## src/rtl/dual_dac_serial_rx.sv

```systemverilog
module dual_dac_serial_rx #(
  parameter int WORD_W = 16,
  parameter int DATA_W = 8
) (
  input  logic              clk,
  input  logic              rst_n,
  input  logic              sync_n,
  input  logic              sclk,
  input  logic              sdata,
  output logic [DATA_W-1:0] dac_a,
  output logic [DATA_W-1:0] dac_b,
  output logic              pd_a,
  output logic              pd_b,
  output logic              upd
);

  localparam int CW = $clog2(WORD_W + 1);
  localparam int SEL_A = WORD_W - 1;
  localparam int SEL_B = WORD_W - 2;
  localparam int ACT_LO = WORD_W - 4;
  localparam int DAT_LO = WORD_W - 4 - DATA_W;
  localparam logic [CW-1:0] FULL = CW'(WORD_W);
  localparam logic [CW-1:0] LAST = CW'(WORD_W - 1);
  localparam logic [1:0] ACT_LOAD = 2'b00;
  localparam logic [1:0] ACT_UPD = 2'b01;
  localparam logic [1:0] ACT_PD = 2'b10;

  logic [2:0] sync_p, sclk_p;
  logic [1:0] din_p;

  always_ff @(posedge clk or negedge rst_n) begin
    if (!rst_n) begin
      sync_p <= '1;
      sclk_p <= '1;
      din_p  <= '0;
    end else begin
      sync_p <= {sync_p[1:0], sync_n};
      sclk_p <= {sclk_p[1:0], sclk};
      din_p  <= {din_p[0], sdata};
    end
  end

  wire frame_open  = sync_p[2] & ~sync_p[1];
  wire frame_close = ~sync_p[2] & sync_p[1];
  wire sclk_fall   = sclk_p[2] & ~sclk_p[1];

  logic              active;
  logic [CW-1:0]     cnt;
  logic [WORD_W-1:0] shreg;
  logic [DATA_W-1:0] hold_a, hold_b;

  wire take = active & sclk_fall & ~sync_p[1] & (cnt < FULL);
  wire last = take & (cnt == LAST);
  wire [WORD_W-1:0] word = {shreg[WORD_W-2:0], din_p[1]};
  wire [1:0] act = word[ACT_LO +: 2];
  wire [DATA_W-1:0] code = word[DAT_LO +: DATA_W];
  wire wa = last & word[SEL_A];
  wire wb = last & word[SEL_B];
  wire loading = (act == ACT_LOAD) | (act == ACT_UPD);
  wire applying = last & (act == ACT_UPD);
  wire powering = last & (act == ACT_PD);
  wire [DATA_W-1:0] nxt_a = (wa & loading) ? code : hold_a;
  wire [DATA_W-1:0] nxt_b = (wb & loading) ? code : hold_b;

  always_ff @(posedge clk or negedge rst_n) begin
    if (!rst_n) begin
      active <= 1'b0;
      cnt    <= '0;
      shreg  <= '0;
    end else if (frame_close) begin
      active <= 1'b0;
      cnt    <= '0;
    end else if (frame_open) begin
      active <= 1'b1;
      cnt    <= '0;
    end else if (take) begin
      cnt   <= cnt + 1'b1;
      shreg <= word;
    end
  end

  always_ff @(posedge clk or negedge rst_n) begin
    if (!rst_n) begin
      hold_a <= '0;
      hold_b <= '0;
      dac_a  <= '0;
      dac_b  <= '0;
      pd_a   <= 1'b0;
      pd_b   <= 1'b0;
      upd    <= 1'b0;
    end else begin
      hold_a <= nxt_a;
      hold_b <= nxt_b;
      upd    <= applying;
      if (applying) begin
        dac_a <= nxt_a;
        dac_b <= nxt_b;
        if (wa) pd_a <= 1'b0;
        if (wb) pd_b <= 1'b0;
      end
      if (powering) begin
        if (wa) pd_a <= 1'b1;
        if (wb) pd_b <= 1'b1;
      end
    end
  end

  assert_count_bound_R5: assert property (@(posedge clk) disable iff (!rst_n)
    cnt <= FULL);

  assert_count_frozen_R5: assert property (@(posedge clk) disable iff (!rst_n)
    (cnt == FULL && !frame_close && !frame_open) |=> cnt == FULL);

  assert_abort_quiet_R4: assert property (@(posedge clk) disable iff (!rst_n)
    frame_close |=> ($stable(dac_a) && $stable(dac_b) && !upd));

  assert_upd_single_R10: assert property (@(posedge clk) disable iff (!rst_n)
    upd |=> !upd);

  assert_out_needs_upd_R10: assert property (@(posedge clk) disable iff (!rst_n)
    (!$stable(dac_a) || !$stable(dac_b)) |-> upd);

  assert_pd_no_upd_R9: assert property (@(posedge clk) disable iff (!rst_n)
    ($rose(pd_a) || $rose(pd_b)) |-> !upd);

endmodule

```

## config.mk

```make
export PLATFORM = sky130hd
export DESIGN_NAME = dual_dac_serial_rx
export DESIGN_NICKNAME = d
export VERILOG_FILES = /design/src/rtl/dual_dac_serial_rx.sv
export SDC_FILE = /design/constraint.sdc
export NUM_CORES = 1
export LEC_CHECK = 0
export BUFFER_PORTS_ARGS = -buffer_cell sky130_fd_sc_hd__clkbuf_2
export CAP_MARGIN = 20
export CORE_MARGIN = 8
export CORE_UTILIZATION = 54
export CTS_CLUSTER_DIAMETER = 150
export DETAILED_ROUTE_END_ITERATION = 10
export PLACE_DENSITY = 0.79
export SETUP_SLACK_MARGIN = 0.1
export SLEW_MARGIN = 5
export SYNTH_ARGS = -nofsm -noshare
export SYNTH_HDL_FRONTEND = slang
export SYNTH_SLANG_ARGS = --single-unit
```

## constraint.sdc

```tcl
create_clock -name clk -period 2.7 [get_ports clk]
set_input_delay 0.54 -clock clk [delete_from_list [all_inputs] [get_ports clk]]
set_output_delay 0.54 -clock clk [all_outputs]
set_load 0.01 [all_outputs]
```

==> results_dict.tcl <==
set metrics [dict create \
    status "complete, no violations" \
    antenna_cells 0 \
    clock_sinks 64 \
    portBuffers 23 \
    ys_seq_area_frac 0.598 \
    ant_nets 0 \
    holdWs_ns 0.245 \
    slowest_stage "or3_1" \
    vias 1629 \
    final_nets 244 \
    drt_iter0_drc 138 \
    dpl.hpwl_mm 3.06 \
    syn_area_sq_um 2690 \
    critPathMostFrequentCell "ha_1" \
    startpoint_type "flip-flop" \
    layout_common_cells "58 x dfrtp_1, 23 x clkbuf_2, 18 x mux2i_1" \
    worst_pin_slew_ns 0.715 \
    post_dp_cell_area_sq_um 2890 \
    setup_violations 0 \
    grt_max_degree 38 \
    antenna_found_initial 0 \
    cts_setup_buffers 0 \
    clock.fmax_mhz 453 \
    initial_core_util 0.566 \
    syn_to_final_growth_pct 14.3 \
    avgSynthCellArea_sq_um 13.2 \
    root_buffer "clkbuf_8" \
    cts_max_path_buffers 2 \
    num_rows 25 \
    wirelength_mm 4.63 \
    post-route-min-period_ns 2.21 \
    core_sq_um 4750 \
    numCtsBuffers 9 \
    rsz0062_at_grt "false" \
    relSlewSlack 0.523 \
    hold_violations 0 \
    ir_worst_vdd_mv 0.477 \
    worstPathArrival_ns 2.43 \
    grt-ovfl-total 0 \
    insertion_delay_ns 0.34 \
    ios 24 \
    tns_ns 0 \
    fp.dieH_um 86.6 \
    syn-instance-count 204 \
    leakage_nw 1.65 \
    final_area_sq_um 3070 \
    cp-end-kind "flip-flop" \
    gp_congestion 0.771 \
    min_path_type "input port to asynchronous set/reset pin" \
    synth_ff_type "dfrtp_1" \
    grt.total_usage 0.140 \
    mostFrequentLayoutCell "dfrtp_1" \
    timing.final.crit_share 0.818 \
    die_w_um 86.6 \
    yosys_register_bits 64 \
    first_pass_iters 4 \
    slew_viol_final 0 \
    skew_ns 0.0110 \
    syn_nets 213 \
    layout-drive-gt1-share 0.342 \
    critical_path_class "flip-flop to flip-flop" \
    max-cap-violations 0 \
    cts_tree "built" \
    drc 0 \
    cts_resized 0 \
    grt_pass1_vias 1681 \
    clk_pin_slew_ns 0.07 \
    ys_warn_count 0 \
    wl_per_cell_um 15.1 \
    crit_chain "ha_1, and3_1, ha_1, nand3b_1, or3_1, mux2_4" \
    grt_first_pass_wirelength_mm 7.97 \
    synth_edf_count 0 \
    cp_slowest_stage_delay_ns 0.58 \
    cp_data_required_time_ns 2.92 \
    htreeDepth 3 \
    yosys.cell_types.count 28 \
    die_area_sq_um 7490 \
    cp_max_fo 8 \
    viasPerCell 5.31 \
    ys_async_sr_fraction 1.00 \
    power.density_nw_per_um2 608 \
    cts.hold.buffers_added 0 \
]
cells in the mapped netlist (all sizes together), types with 4 or more instances:
| cell | n | share of area |
|---|---|---|
| dfrtp | 58 | 0.54 |
| mux2 | 30 | 0.15 |
| mux2i | 18 | 0.067 |
| nor2 | 17 | 0.024 |
| a21oi | 16 | 0.030 |
| nand2 | 11 | 0.015 |
| o21ai | 9 | 0.017 |
| buf | 7 | 0.018 |
| dfstp | 6 | 0.059 |
| ha | 4 | 0.019 |
| inv | 4 | 0.0056 |
| nor3 | 4 | 0.0093 |
path summary, 6_finish.rpt:
path	from	to	slack, ns	cells past startpoint
worst max-delay path	cnt[0]	hold_a[7]	0.49	6
worst min-delay path	rst_n	shreg[9]	0.25	1
worst max register to register	cnt[0]	hold_a[7]	0.49	6
worst min register to register	sync_p[0]	sync_p[1]	0.36	0
max in group asynchronous	rst_n	hold_a[1]	1.82	2
min in group clk	sync_n	sync_p[0]	0.28	1
layout make-up:
| type | count | area [sq um] |
|---|---|---|
| clock inverters | 6 | 42.5 |
| fillers | 375 | 1680 |
| clock buffers | 10 | 138 |
| repair buffers | 28 | 165 |
| inverters | 4 | 15.0 |
| well taps | 67 | 83.8 |
| flip-flops and latches | 64 | 1610 |
| multi-input cells | 128 | 1020 |
flip-flops by register name, indices dropped and copies added, names as in the netlist, 2 cells and up, named ones only:
register,count
sclk_p,3
cnt,5
din_p,2
hold_b,8
sync_p,3
dac_b,8
hold_a,8
dac_a,8
shreg,15
stage by stage:
stage / power, mW / utilization / setup WS (ns) / cells
detailed placement: 1.15 / 0.608 / 0.513 / 291
CTS: 1.89 / 0.646 / 0.477 / 307
finish: 1.87 / 0.646 / 0.491 / 307
global route: 1.95 / 0.646 / 0.366 / 307
global placement: 1.14 / 0.608 / 0.581 / 291
floorplan: 1.10 / - / 0.657 / 204
kinds of logic (layout without fill, tap and decap cells):
group,after synthesis,count (layout),share of synthesized area
fa+ha+maj,4,4,0.0186
simple gates,48,48,0.0879
buf+inv,12,48,0.0247
mux,48,48,0.215
flops,64,64,0.598
compound gates,28,28,0.0554
critical path, delay by kind of cell, from the launching register on:
| family | cells | cell delay (ns) |
|---|---|---|
| and+or+nand+nor | 3 | 0.89 |
| DFF | 1 | 0.39 |
| adders and majority gates | 2 | 0.43 |
| muxes | 1 | 0.38 |
layer usage:
metal / wire length (um) / vias to the layer above / global-route usage
li1: - / 772 / -
met1: 2210 / 822 / 0.174
met2: 2150 / 26 / 0.210
met3: 154 / 9 / 0.0435
met4: 114 / 0 / 0.0814
met5: 0 / - / 0
report_power, final:
group          total (mW)  internal (mW)  leakage, nW  switching (mW)
combinational      0.0983         0.0422        0.697          0.0560
sequential           1.03           1.00        0.860          0.0307
clock               0.736          0.359       0.0887           0.377
total                1.87           1.41         1.65           0.464
(Power assumes the default switching activity.)
